===== src/rtl/grp1_bp_pkg.sv =====
package grp1_bp_pkg;
  timeunit 1ns; timeprecision 1ps;

  typedef enum logic [2:0] {
    OUT_DONE     = 3'd0,
    OUT_UNDEF    = 3'd1,
    OUT_TRAP_HYP = 3'd2,
    OUT_TRAP_MON = 3'd3,
    OUT_VIRT     = 3'd4
  } outcome_e;

  typedef enum logic [1:0] {
    LVL_USER = 2'd0,
    LVL_KERN = 2'd1,
    LVL_HYP  = 2'd2,
    LVL_MON  = 2'd3
  } level_e;

  typedef struct packed {
    logic el2_en;
    logic undef_prio;
    logic route_irq;
    logic imo;
    logic t12;
    logic tall1;
    logic sre_kern;
    logic sre_hyp;
    logic sre_mon;
    logic ns;
    logic cbpr;
    logic sdd_undef;
  } ctrl_t;

  localparam int         EC_W        = 6;
  localparam logic [5:0] EC_HYP_TRAP = 6'h03;
endpackage


===== src/rtl/grp1_bp_decide.sv =====
module grp1_bp_decide
  import grp1_bp_pkg::*;
#(
  parameter bit HAS_MONITOR = 1'b1
) (
  input  logic [1:0] level_i,
  input  ctrl_t      ctrl_i,
  output outcome_e   outcome_o,
  output logic       sel_s_o,
  output logic       alias_o
);
  timeunit 1ns; timeprecision 1ps;

  logic     irq_eff;
  outcome_e mon_trap;

  assign irq_eff  = HAS_MONITOR && ctrl_i.route_irq;
  assign mon_trap = ctrl_i.sdd_undef ? OUT_UNDEF : OUT_TRAP_MON;

  always_comb begin
    outcome_o = OUT_UNDEF;
    sel_s_o   = 1'b0;
    alias_o   = 1'b0;
    unique case (level_e'(level_i))
      LVL_KERN: begin
        if (ctrl_i.undef_prio && irq_eff)         outcome_o = OUT_UNDEF;
        else if (ctrl_i.el2_en && ctrl_i.t12)     outcome_o = OUT_TRAP_HYP;
        else if (!ctrl_i.sre_kern)                outcome_o = OUT_UNDEF;
        else if (ctrl_i.el2_en && ctrl_i.tall1)   outcome_o = OUT_TRAP_HYP;
        else if (ctrl_i.el2_en && ctrl_i.imo)     outcome_o = OUT_VIRT;
        else if (irq_eff)                         outcome_o = mon_trap;
        else begin
          outcome_o = OUT_DONE;
          alias_o   = ctrl_i.cbpr;
        end
      end
      LVL_HYP: begin
        if (ctrl_i.undef_prio && irq_eff) outcome_o = OUT_UNDEF;
        else if (!ctrl_i.sre_hyp)         outcome_o = OUT_UNDEF;
        else if (irq_eff)                 outcome_o = mon_trap;
        else begin
          outcome_o = OUT_DONE;
          alias_o   = ctrl_i.cbpr;
        end
      end
      LVL_MON: begin
        if (!HAS_MONITOR || !ctrl_i.sre_mon) outcome_o = OUT_UNDEF;
        else begin
          outcome_o = OUT_DONE;
          sel_s_o   = !ctrl_i.ns;
        end
      end
      default: outcome_o = OUT_UNDEF;
    endcase
  end
endmodule


===== src/rtl/grp1_bp_wrmap.sv =====
module grp1_bp_wrmap #(
  parameter int              BP_W      = 3,
  parameter logic [BP_W-1:0] RST_VAL   = 3'd3,
  parameter bit              CLAMP_LOW = 1'b0
) (
  input  logic [BP_W-1:0] wr_i,
  output logic [BP_W-1:0] val_o
);
  timeunit 1ns; timeprecision 1ps;

  // zero always maps to reset value; optional floor at reset value
  if (CLAMP_LOW) begin : g_clamp
    assign val_o = (wr_i < RST_VAL) ? RST_VAL : wr_i;
  end else begin : g_pass
    assign val_o = (wr_i == '0) ? RST_VAL : wr_i;
  end
endmodule


===== src/rtl/grp1_bp_alias.sv =====
module grp1_bp_alias #(
  parameter int BP_W = 3
) (
  input  logic [BP_W-1:0] bpr0_i,
  output logic [BP_W-1:0] sat_o
);
  timeunit 1ns; timeprecision 1ps;

  logic [BP_W:0] sum;

  // one extra bit so the all-ones input saturates instead of wrapping
  assign sum   = {1'b0, bpr0_i} + {{BP_W{1'b0}}, 1'b1};
  assign sat_o = sum[BP_W] ? {BP_W{1'b1}} : sum[BP_W-1:0];
endmodule


===== src/rtl/grp1_bp_ctrl.sv =====
module grp1_bp_ctrl
  import grp1_bp_pkg::*;
#(
  parameter int DATA_W      = 32,
  parameter int BP_W        = 3,
  parameter int MIN_BPR0    = 2,
  parameter bit HAS_MONITOR = 1'b1
) (
  input  logic              clk_i,
  input  logic              rst_ni,
  input  logic              req_valid_i,
  input  logic              req_write_i,
  input  logic [1:0]        req_level_i,
  input  logic [DATA_W-1:0] req_wdata_i,
  input  logic              el2_en_i,
  input  logic              undef_prio_i,
  input  logic              route_irq_i,
  input  logic              imo_i,
  input  logic              t12_i,
  input  logic              tall1_i,
  input  logic              sre_kern_i,
  input  logic              sre_hyp_i,
  input  logic              sre_mon_i,
  input  logic              ns_i,
  input  logic              cbpr_i,
  input  logic              sdd_undef_i,
  input  logic [BP_W-1:0]   bpr0_i,
  output logic              rsp_valid_o,
  output logic [2:0]        rsp_outcome_o,
  output logic [DATA_W-1:0] rsp_rdata_o,
  output logic [EC_W-1:0]   rsp_ec_o,
  output logic [BP_W-1:0]   bp_s_o,
  output logic [BP_W-1:0]   bp_ns_o
);
  timeunit 1ns; timeprecision 1ps;

  localparam logic [BP_W-1:0] RST_VAL = BP_W'(MIN_BPR0 + 1);
  localparam int              PAD_W   = DATA_W - BP_W;

  ctrl_t           ctrl;
  outcome_e        outcome;
  logic            sel_s;
  logic            alias_en;
  logic [BP_W-1:0] alias_val;
  logic [BP_W-1:0] wr_s_val;
  logic [BP_W-1:0] wr_ns_val;
  logic [BP_W-1:0] bank_val;
  logic [BP_W-1:0] rd_val;
  logic            done_wr;
  logic            done_rd;
  logic            unused_wdata_hi;

  logic [BP_W-1:0]   bp_ns_q;
  logic [BP_W-1:0]   bp_s_q;
  logic              rsp_valid_q;
  outcome_e          rsp_outcome_q;
  logic [DATA_W-1:0] rsp_rdata_q;
  logic [EC_W-1:0]   rsp_ec_q;

  assign unused_wdata_hi = ^req_wdata_i[DATA_W-1:BP_W];

  assign ctrl = '{el2_en:     el2_en_i,
                  undef_prio: undef_prio_i,
                  route_irq:  route_irq_i,
                  imo:        imo_i,
                  t12:        t12_i,
                  tall1:      tall1_i,
                  sre_kern:   sre_kern_i,
                  sre_hyp:    sre_hyp_i,
                  sre_mon:    sre_mon_i,
                  ns:         ns_i,
                  cbpr:       cbpr_i,
                  sdd_undef:  sdd_undef_i};

  grp1_bp_decide #(.HAS_MONITOR(HAS_MONITOR)) i_decide (
    .level_i  (req_level_i),
    .ctrl_i   (ctrl),
    .outcome_o(outcome),
    .sel_s_o  (sel_s),
    .alias_o  (alias_en)
  );

  grp1_bp_alias #(.BP_W(BP_W)) i_alias (
    .bpr0_i(bpr0_i),
    .sat_o (alias_val)
  );

  // secure bank only reachable at monitor level, never clamped
  grp1_bp_wrmap #(.BP_W(BP_W), .RST_VAL(RST_VAL), .CLAMP_LOW(1'b0)) i_wrmap_s (
    .wr_i (req_wdata_i[BP_W-1:0]),
    .val_o(wr_s_val)
  );

  grp1_bp_wrmap #(.BP_W(BP_W), .RST_VAL(RST_VAL), .CLAMP_LOW(!HAS_MONITOR)) i_wrmap_ns (
    .wr_i (req_wdata_i[BP_W-1:0]),
    .val_o(wr_ns_val)
  );

  assign done_wr  = req_valid_i && req_write_i && (outcome == OUT_DONE) && !alias_en;
  assign done_rd  = req_valid_i && !req_write_i && (outcome == OUT_DONE);
  assign bank_val = sel_s ? bp_s_q : bp_ns_q;
  assign rd_val   = alias_en ? alias_val : bank_val;

  always_ff @(posedge clk_i or negedge rst_ni) begin
    if (!rst_ni) begin
      bp_ns_q <= RST_VAL;
    end else if (done_wr && !sel_s) begin
      bp_ns_q <= wr_ns_val;
    end
  end

  if (HAS_MONITOR) begin : g_sbank
    always_ff @(posedge clk_i or negedge rst_ni) begin
      if (!rst_ni) begin
        bp_s_q <= RST_VAL;
      end else if (done_wr && sel_s) begin
        bp_s_q <= wr_s_val;
      end
    end
  end else begin : g_no_sbank
    logic unused_s;
    assign unused_s = ^wr_s_val;
    assign bp_s_q   = RST_VAL;
  end

  always_ff @(posedge clk_i or negedge rst_ni) begin
    if (!rst_ni) begin
      rsp_valid_q   <= 1'b0;
      rsp_outcome_q <= OUT_DONE;
      rsp_rdata_q   <= '0;
      rsp_ec_q      <= '0;
    end else begin
      rsp_valid_q   <= req_valid_i;
      rsp_outcome_q <= req_valid_i ? outcome : OUT_DONE;
      rsp_rdata_q   <= done_rd ? {{PAD_W{1'b0}}, rd_val} : '0;
      rsp_ec_q      <= (req_valid_i && outcome == OUT_TRAP_HYP) ? EC_HYP_TRAP : '0;
    end
  end

  assign rsp_valid_o   = rsp_valid_q;
  assign rsp_outcome_o = rsp_outcome_q;
  assign rsp_rdata_o   = rsp_rdata_q;
  assign rsp_ec_o      = rsp_ec_q;
  assign bp_s_o        = bp_s_q;
  assign bp_ns_o       = bp_ns_q;
endmodule


===== config.mk =====
export PLATFORM = sky130hd
export DESIGN_NAME = grp1_bp_ctrl
export DESIGN_NICKNAME = d
export VERILOG_FILES = /design/src/rtl/grp1_bp_pkg.sv /design/src/rtl/grp1_bp_decide.sv /design/src/rtl/grp1_bp_wrmap.sv /design/src/rtl/grp1_bp_alias.sv /design/src/rtl/grp1_bp_ctrl.sv
export SDC_FILE = /design/constraint.sdc
export NUM_CORES = 1
export LEC_CHECK = 0
export BUFFER_PORTS_ARGS = -buffer_cell sky130_fd_sc_hd__buf_2
export CAP_MARGIN = 20
export CORE_MARGIN = 1
export CORE_UTILIZATION = 38
export CTS_CLUSTER_DIAMETER = 120
export DETAILED_ROUTE_END_ITERATION = 8
export PLACE_DENSITY = 0.88
export SYNTH_ARGS = -nofsm -noshare
export SYNTH_HDL_FRONTEND = slang
export SYNTH_SLANG_ARGS = --single-unit

===== constraint.sdc =====
create_clock -name clk_i -period 1.1 [get_ports clk_i]
set_input_delay 0 -clock clk_i [delete_from_list [all_inputs] [get_ports clk_i]]
set_output_delay 0 -clock clk_i [all_outputs]
set_load 0.1 [all_outputs]

==> reports/qor.yml, run 1 <==
synth:
  synth_edf_count: 0
  ys_top_cells_by_count: "34 x buf_4, 10 x dfrtp_1, 8 x mux2_2, 7 x nand2_1, 6 x inv_1"
  ys_seq_area_share_pct: 30.67
  synth_warnings: 0
  synth_area_leaders: "buf_4 22%, dfrtp_1 22%, dfstp_2 9.1%"
  synth_cells: 113
  ys_ff_latch: 14
  ys_types: 40
  yosysMostFrequentCell: "buf_4"
  netlist.area_leader.share_pct: 22.03
  ys_async_sr_fraction_pct: 100.0
  syn_avg_cell_area_um2: 10.25
  yosys.area.top_type: "buf_4"
  synth_flop_cell: "dfrtp_1"
  netlist_area_um2: 1159
floorplanning:
  row_count: 19
  dieArea_um2: 3274
  fp.dieH_um: 57.22
  io_pins: 101
  start_util_pct: 40.96
  core_area_um2: 2829
  die_w_um: 57.22
run_status:
  violations: "DRC, setup timing"
  status: "finished with violations"
pwr:
  powerDensity_nw_per_um2: 1536
  cellLeakagePower_uw: 0.0009116
  ir_drop_mv: 0.7989
  finalPower_uw: 2826
critical_path:
  slowest_stage: "or3b_4"
  cpPeakStageDelay_ns: 0.40
  worst-path-buf-inv: 2
  crit_arrival_ns: 1.59
  crit_chain: "buf_12 -> inv_8 -> ha_4 -> nand2_2 -> a211o_1 -> a31oi_4 -> or3b_4 -> nor3_4 -> mux2_4"
  worstPathRequired_ns: 1.28
  crit_type: "input port to flop"
  worst-path-max-fanout: 3
  crit_family: "simple AND/OR/NAND/NOR gates"
  start_kind: "input port"
  end_kind: "flop"
sta:
  min_period_ns: 1.410
  setup_slack_ns: -0.3105
  skew_ns: 0.01256
  hold_viol_final: 0
  finalSetupViolations: 13
  rsz0062_at_grt: "yes"
  fin_crit_sh_pct: 128.2
  fmax_mhz: 709.0
  drv_slew: 0
place:
  hpwl_um: 1869
  preCtsSetupSlack_ns: -0.7172
  portBuffers: 38
  place.gp.congestion: 0.7828
routing:
  via_per_inst: 4.579
  wire_per_inst_um: 12.19
  routed_wl_um: 2632
  dr.pass1.iters: 6
  drtIter0Drc: 38
  route.detailed.drc: 5
  ant_nets: 0
  vias: 989
global_route:
  grt_pass1_vias: 949
  grt_max_degree: 15
  grt_usage_pct: 17.08
  grt_first_pass_wirelength_um: 4250
  grt.overflow.total: 0
  antenna_found_initial: 0
clock_tree:
  cts.clk_slew.worst_paths_ns: 0.09
  clockRootBuffer: "clkbuf_4"
  cts_tree: "yes"
  clockBufferDepth: 2
  clock_sinks: 14
  htree_levels: 1
  numCtsBuffers: 3
  insertion_delay_ns: 0.29
layout:
  fill_cells: 209
  layout-drive-gt1-share_pct: 58.92
  multi_input_area_um2: 767.0
  num_antenna_cells: 0
  num-nets-final: 244
  seqCellArea_um2: 372.9
  synthToLayoutAreaGrowth_pct: 58.75
hold_path:
  min_path_type: "input port to flop"
run:
  max_cap_viol_count: 0
-- registers in the layout, indices dropped and copies added, names as in the netlist --
register,flops
rsp_valid_o,1
rsp_rdata_o,3
rsp_ec_o,1
bp_ns_o,3
bp_s_o,3
rsp_outcome_o,3
-- cells in the final DEF (no fill, tap or decap), types with 4 or more instances in the layout --
cell / n
buf_6: 5
buf_4: 22
mux2_4: 8
nand2_1: 5
buf_12: 9
buf_2: 30
conb_1: 33
dlygate4sd3_1: 4
inv_1: 4
dfrtp_1: 8
dfstp_4: 4
-- cell families (layout without fill, tap and decap cells) --
group	count (synthesis)	after routing	share of synthesized area, %
flops	14	14	30.67
simple gates	26	26	15.66
compound gates	18	18	15.23
mux	9	9	8.748
buf+inv	40	80	23.97
other cells	1	33	0.3237
fa+ha+maj	5	5	5.400
-- final cells by class --
cell class                      instances  area share [%]
Tap cell                               31           2.109
Inverter                                6           2.313
Timing Repair Buffer                   70           32.18
Clock buffer                            3           1.224
Clock inverter                          1          0.2041
Multi-Input combinational cell         91           41.70
Sequential cell                        14           20.27
-- power by group --
| group | internal [µW] | total, µW | switching, µW |
|---|---|---|---|
| Sequential | 627 | 683 | 55.5 |
| Clock | 132 | 301 | 169 |
| Combinational | 600 | 1840 | 1240 |
-- worst paths after layout --
path                       slack, ns  cells past startpoint          endpoint      startpoint
max                            -0.31                      9         bp_s_o[2]  req_level_i[1]
min                             0.01                      2  rsp_outcome_o[1]     req_valid_i
max reg2reg                    -0.07                      4        bp_ns_o[1]      bp_ns_o[1]
min reg2reg                     0.60                      1        bp_ns_o[2]      bp_ns_o[2]
max in group asynchronous       0.69                      2         bp_s_o[0]          rst_ni
min in group asynchronous       0.13                      2    rsp_rdata_o[0]          rst_ni
-- metal layers --
metal	vias up	global-route usage [%]	part of all wire [%]
li1	472	-	-
met1	458	19.46	39
met2	54	31.09	54
met3	5	2.948	5.6
met4	0	7.666	1.9
met5	-	0	0
-- per-stage QoR --
step | hold slack (ns) | utilization [%] | std cells | TNS (ns) | area, µm²
floorplan | -0.2956 | - | 145 | -3.207 | 1380
global placement | -0.1019 | 56.08 | 199 | -6.214 | 1587
detailed placement | -0.09262 | 56.08 | 199 | -6.469 | 1587
CTS | 0.01040 | 63.25 | 213 | -2.302 | 1789
global route | 0.01796 | 65.02 | 216 | -3.108 | 1839
finish | 0.01176 | 65.02 | 216 | -2.620 | 1839
-- what timing repair did --
action                                  4_1_cts  5_1_grt
pin swaps                                     5        1
buffers inserted                              6        3
endpoints found under the setup margin       15       15
hold endpoints to repair                     18        0
hold buffers                                  4        0
gates resized for setup                      19        6
No activity file was read; power rests on OpenSTA's default activity.
==> run 2, diff against run 1 <==
Settings changed: CORE_ASPECT_RATIO set to 1.4.
==> run 2 against run 1 <==
Net effect: the run ends with setup timing left; routed wire length down 8.1%; final cell count up 0.46%; flip-flop and latch count unchanged; critical path depth unchanged; critical path type unchanged; critical endpoint is now rsp_rdata_o[0]; largest cell class unchanged.
==> reports/qor.yml, run 2 (synthesis results as in run 1) <==
run_status:
  status: "finished with violations"  # unchanged
  violations: "setup timing"  # was DRC, setup timing
sta:
  fmax_mhz: 679.6  # was 709.0 MHz
  min_period_ns: 1.472  # was 1.410 ns
  holdWs_ns: 0.02581  # was 0.01176 ns
  hold_viol_final: 0  # unchanged
  setup_slack_ns: -0.3715  # was -0.3105 ns
  drv_slew: 0  # unchanged
  rsz0062_at_grt: "yes"  # unchanged
  finalSetupViolations: 13  # unchanged
  skew_ns: 0.003268  # was 0.01256 ns
  fin_crit_sh_pct: 133.8  # was 128.2%
layout:
  synthToLayoutAreaGrowth_pct: 51.94  # was 58.75%
  instances_no_fill: 217  # was 216
  multi_input_area_um2: 739.5  # was 767.0 µm²
  num_antenna_cells: 0  # unchanged
  layout_commonest_cell: "conb_1"  # unchanged
  final_cell_mix: "33 x conb_1, 32 x buf_2, 18 x buf_4"  # was 33 x conb_1, 30 x buf_2, 22 x buf_4
  seqCellArea_um2: 372.9  # unchanged
  num-nets-final: 239  # was 244
  stdcell_area_um2: 1760  # was 1839 µm²
  fill_cells: 246  # was 209
  layout-drive-gt1-share_pct: 56.11  # was 58.92%
clock_tree:
  clock_sinks: 14  # unchanged
  numCtsBuffers: 3  # unchanged
  insertion_delay_ns: 0.25  # was 0.29 ns
  cts_tree: "yes"  # unchanged
  clockBufferDepth: 2  # unchanged
  htree_levels: 1  # unchanged
  clockRootBuffer: "clkbuf_8"  # was clkbuf_4
  cts.clk_slew.worst_paths_ns: 0.06  # was 0.09 ns
floorplanning:
  row_count: 23  # was 19
  die_w_um: 48.67  # was 57.22 µm
  io_pins: 101  # unchanged
  core_area_um2: 2878  # was 2829 µm²
  start_util_pct: 40.26  # was 40.96%
  fp.dieH_um: 67.34  # was 57.22 µm
  dieArea_um2: 3277  # was 3274 µm²
hold_path:
  min_path_type: "input port to flop"  # unchanged
  hold_start: "req_wdata_i[2]"  # was req_valid_i
  hold_path_depth: 2  # unchanged
  hold_end: "bp_ns_o[2]"  # was rsp_outcome_o[1]
place:
  portBuffers: 38  # unchanged
  preCtsSetupSlack_ns: -0.7361  # was -0.7172 ns
  post_dp_cell_area_um2: 1564  # was 1587 µm²
  place.gp.congestion: 0.8480  # was 0.7828
  hpwl_um: 1906  # was 1869 µm
  dp_cells: 205  # was 199
pwr:
  cellLeakagePower_uw: 0.0008728  # was 0.0009116 µW
  powerDensity_nw_per_um2: 1643  # was 1536 nW/µm²
  finalPower_uw: 2892  # was 2826 µW
  ir_drop_mv: 0.9391  # was 0.7989 mV
routing:
  drtIter0Drc: 4  # was 38
  route.detailed.drc: 0  # was 5
  ant_nets: 0  # unchanged
  wl_met2_um: 1318  # was 1409 µm
  dr.pass1.iters: 3  # was 6
  routed_wl_um: 2419  # was 2632 µm
  wire_per_inst_um: 11.15  # was 12.19 µm
  via_per_inst: 4.442  # was 4.579
  route.met3.wl_um: 154  # was 147 µm
  highest_layer: "met4"  # unchanged
  vias: 964  # was 989
  met1_length_um: 886  # was 1025 µm
critical_path:
  worstReg2RegEnd: "rsp_rdata_o[0]"  # was bp_ns_o[1]
  crit_chain: "buf_12 -> inv_12 -> ha_4 -> buf_6 -> a221oi_4 -> nand4_4 -> buf_6 -> or3_4 -> a311oi_2"  # was buf_12 -> inv_8 -> ha_4 -> nand2_2 -> a211o_1 -> a31oi_4 -> or3b_4 -> nor3_4 -> mux2_4
  end_kind: "flop"  # unchanged
  crit_family: "simple AND/OR/NAND/NOR gates"  # unchanged
  ff2ff_setup_slack_ns: -0.04  # was -0.07 ns
  crit_path_frequent_cell: "buf_6"
  worst-path-buf-inv: 4  # was 2
  worstPathRequired_ns: 1.25  # was 1.28 ns
  worstReg2RegStart: "bp_s_o[0]"  # was bp_ns_o[1]
  start_kind: "input port"  # unchanged
  crit_arrival_ns: 1.63  # was 1.59 ns
  slowest_stage: "or3_4"  # was or3b_4
  crit_type: "input port to flop"  # unchanged
  reg2reg_depth: 3  # was 4
  cp.depth: 9  # unchanged
  worst-path-max-fanout: 4  # was 3
  cpPeakStageDelay_ns: 0.38  # was 0.40 ns
run:
  max_cap_viol_count: 0  # unchanged
global_route:
  grt_usage_pct: 17.10  # was 17.08%
  grt.overflow.total: 0  # unchanged
  grt_pass1_vias: 920  # was 949
  grt_max_degree: 15  # unchanged
  grt_first_pass_wirelength_um: 4133  # was 4250 µm
  antenna_found_initial: 0  # unchanged
-- run 2: cell count changes in the layout (fill, tap and decap cells not counted), sizes merged --
cell,before,now
dlygate4sd3,4,3
buf,66,62
clkinv,1,0
clkbuf,3,4
-- run 2: layout make-up --
type,instances,area share [%]
inverter,6,2.416
clock buffer,4,3.127
sequential,14,21.18
multi-input combinational,91,42.00
tap,37,2.630
timing repair buffer,65,28.64
-- run 2: worst max-delay path by stage --
stage / start / to
after detailed placement: req_level_i[1] / bp_s_o[2]
after global placement: req_level_i[1] / bp_s_o[2]
after floorplan: req_level_i[0] / bp_s_o[2]
final: req_level_i[0] / rsp_rdata_o[0]
after CTS: req_level_i[0] / bp_ns_o[2]
after global routing: req_level_i[0] / rsp_rdata_o[0]
-- run 2: routing by layer --
metal,global-route usage [%],up-vias
met1,17.40,452
met3,3.604,5
met4,11.03,0
li1,-,461
met5,0,-
met2,31.77,46
-- run 2: power breakdown --
| part | internal, µW | switching (µW) |
|---|---|---|
| Combinational | 499 | 1210 |
| Sequential | 628 | 43.1 |
| Clock | 318 | 194 |
-- run 2: timing repair --
item | CTS | global route
buffers inserted | 5 | 0
setup endpoints to repair | 13 | 16
pin swaps | 5 | 5
hold buffers | 2 | 1
gates resized for setup | 12 | 6
endpoints found under the hold margin | 15 | 1
-- run 2: metrics by stage --
stage	setup TNS, ns	util [%]
CTS	-3.212	59.87
detailed placement	-6.672	54.35
finish	-3.162	61.17
global placement	-6.235	54.35
floorplan	-3.207	-
global route	-3.876	61.17
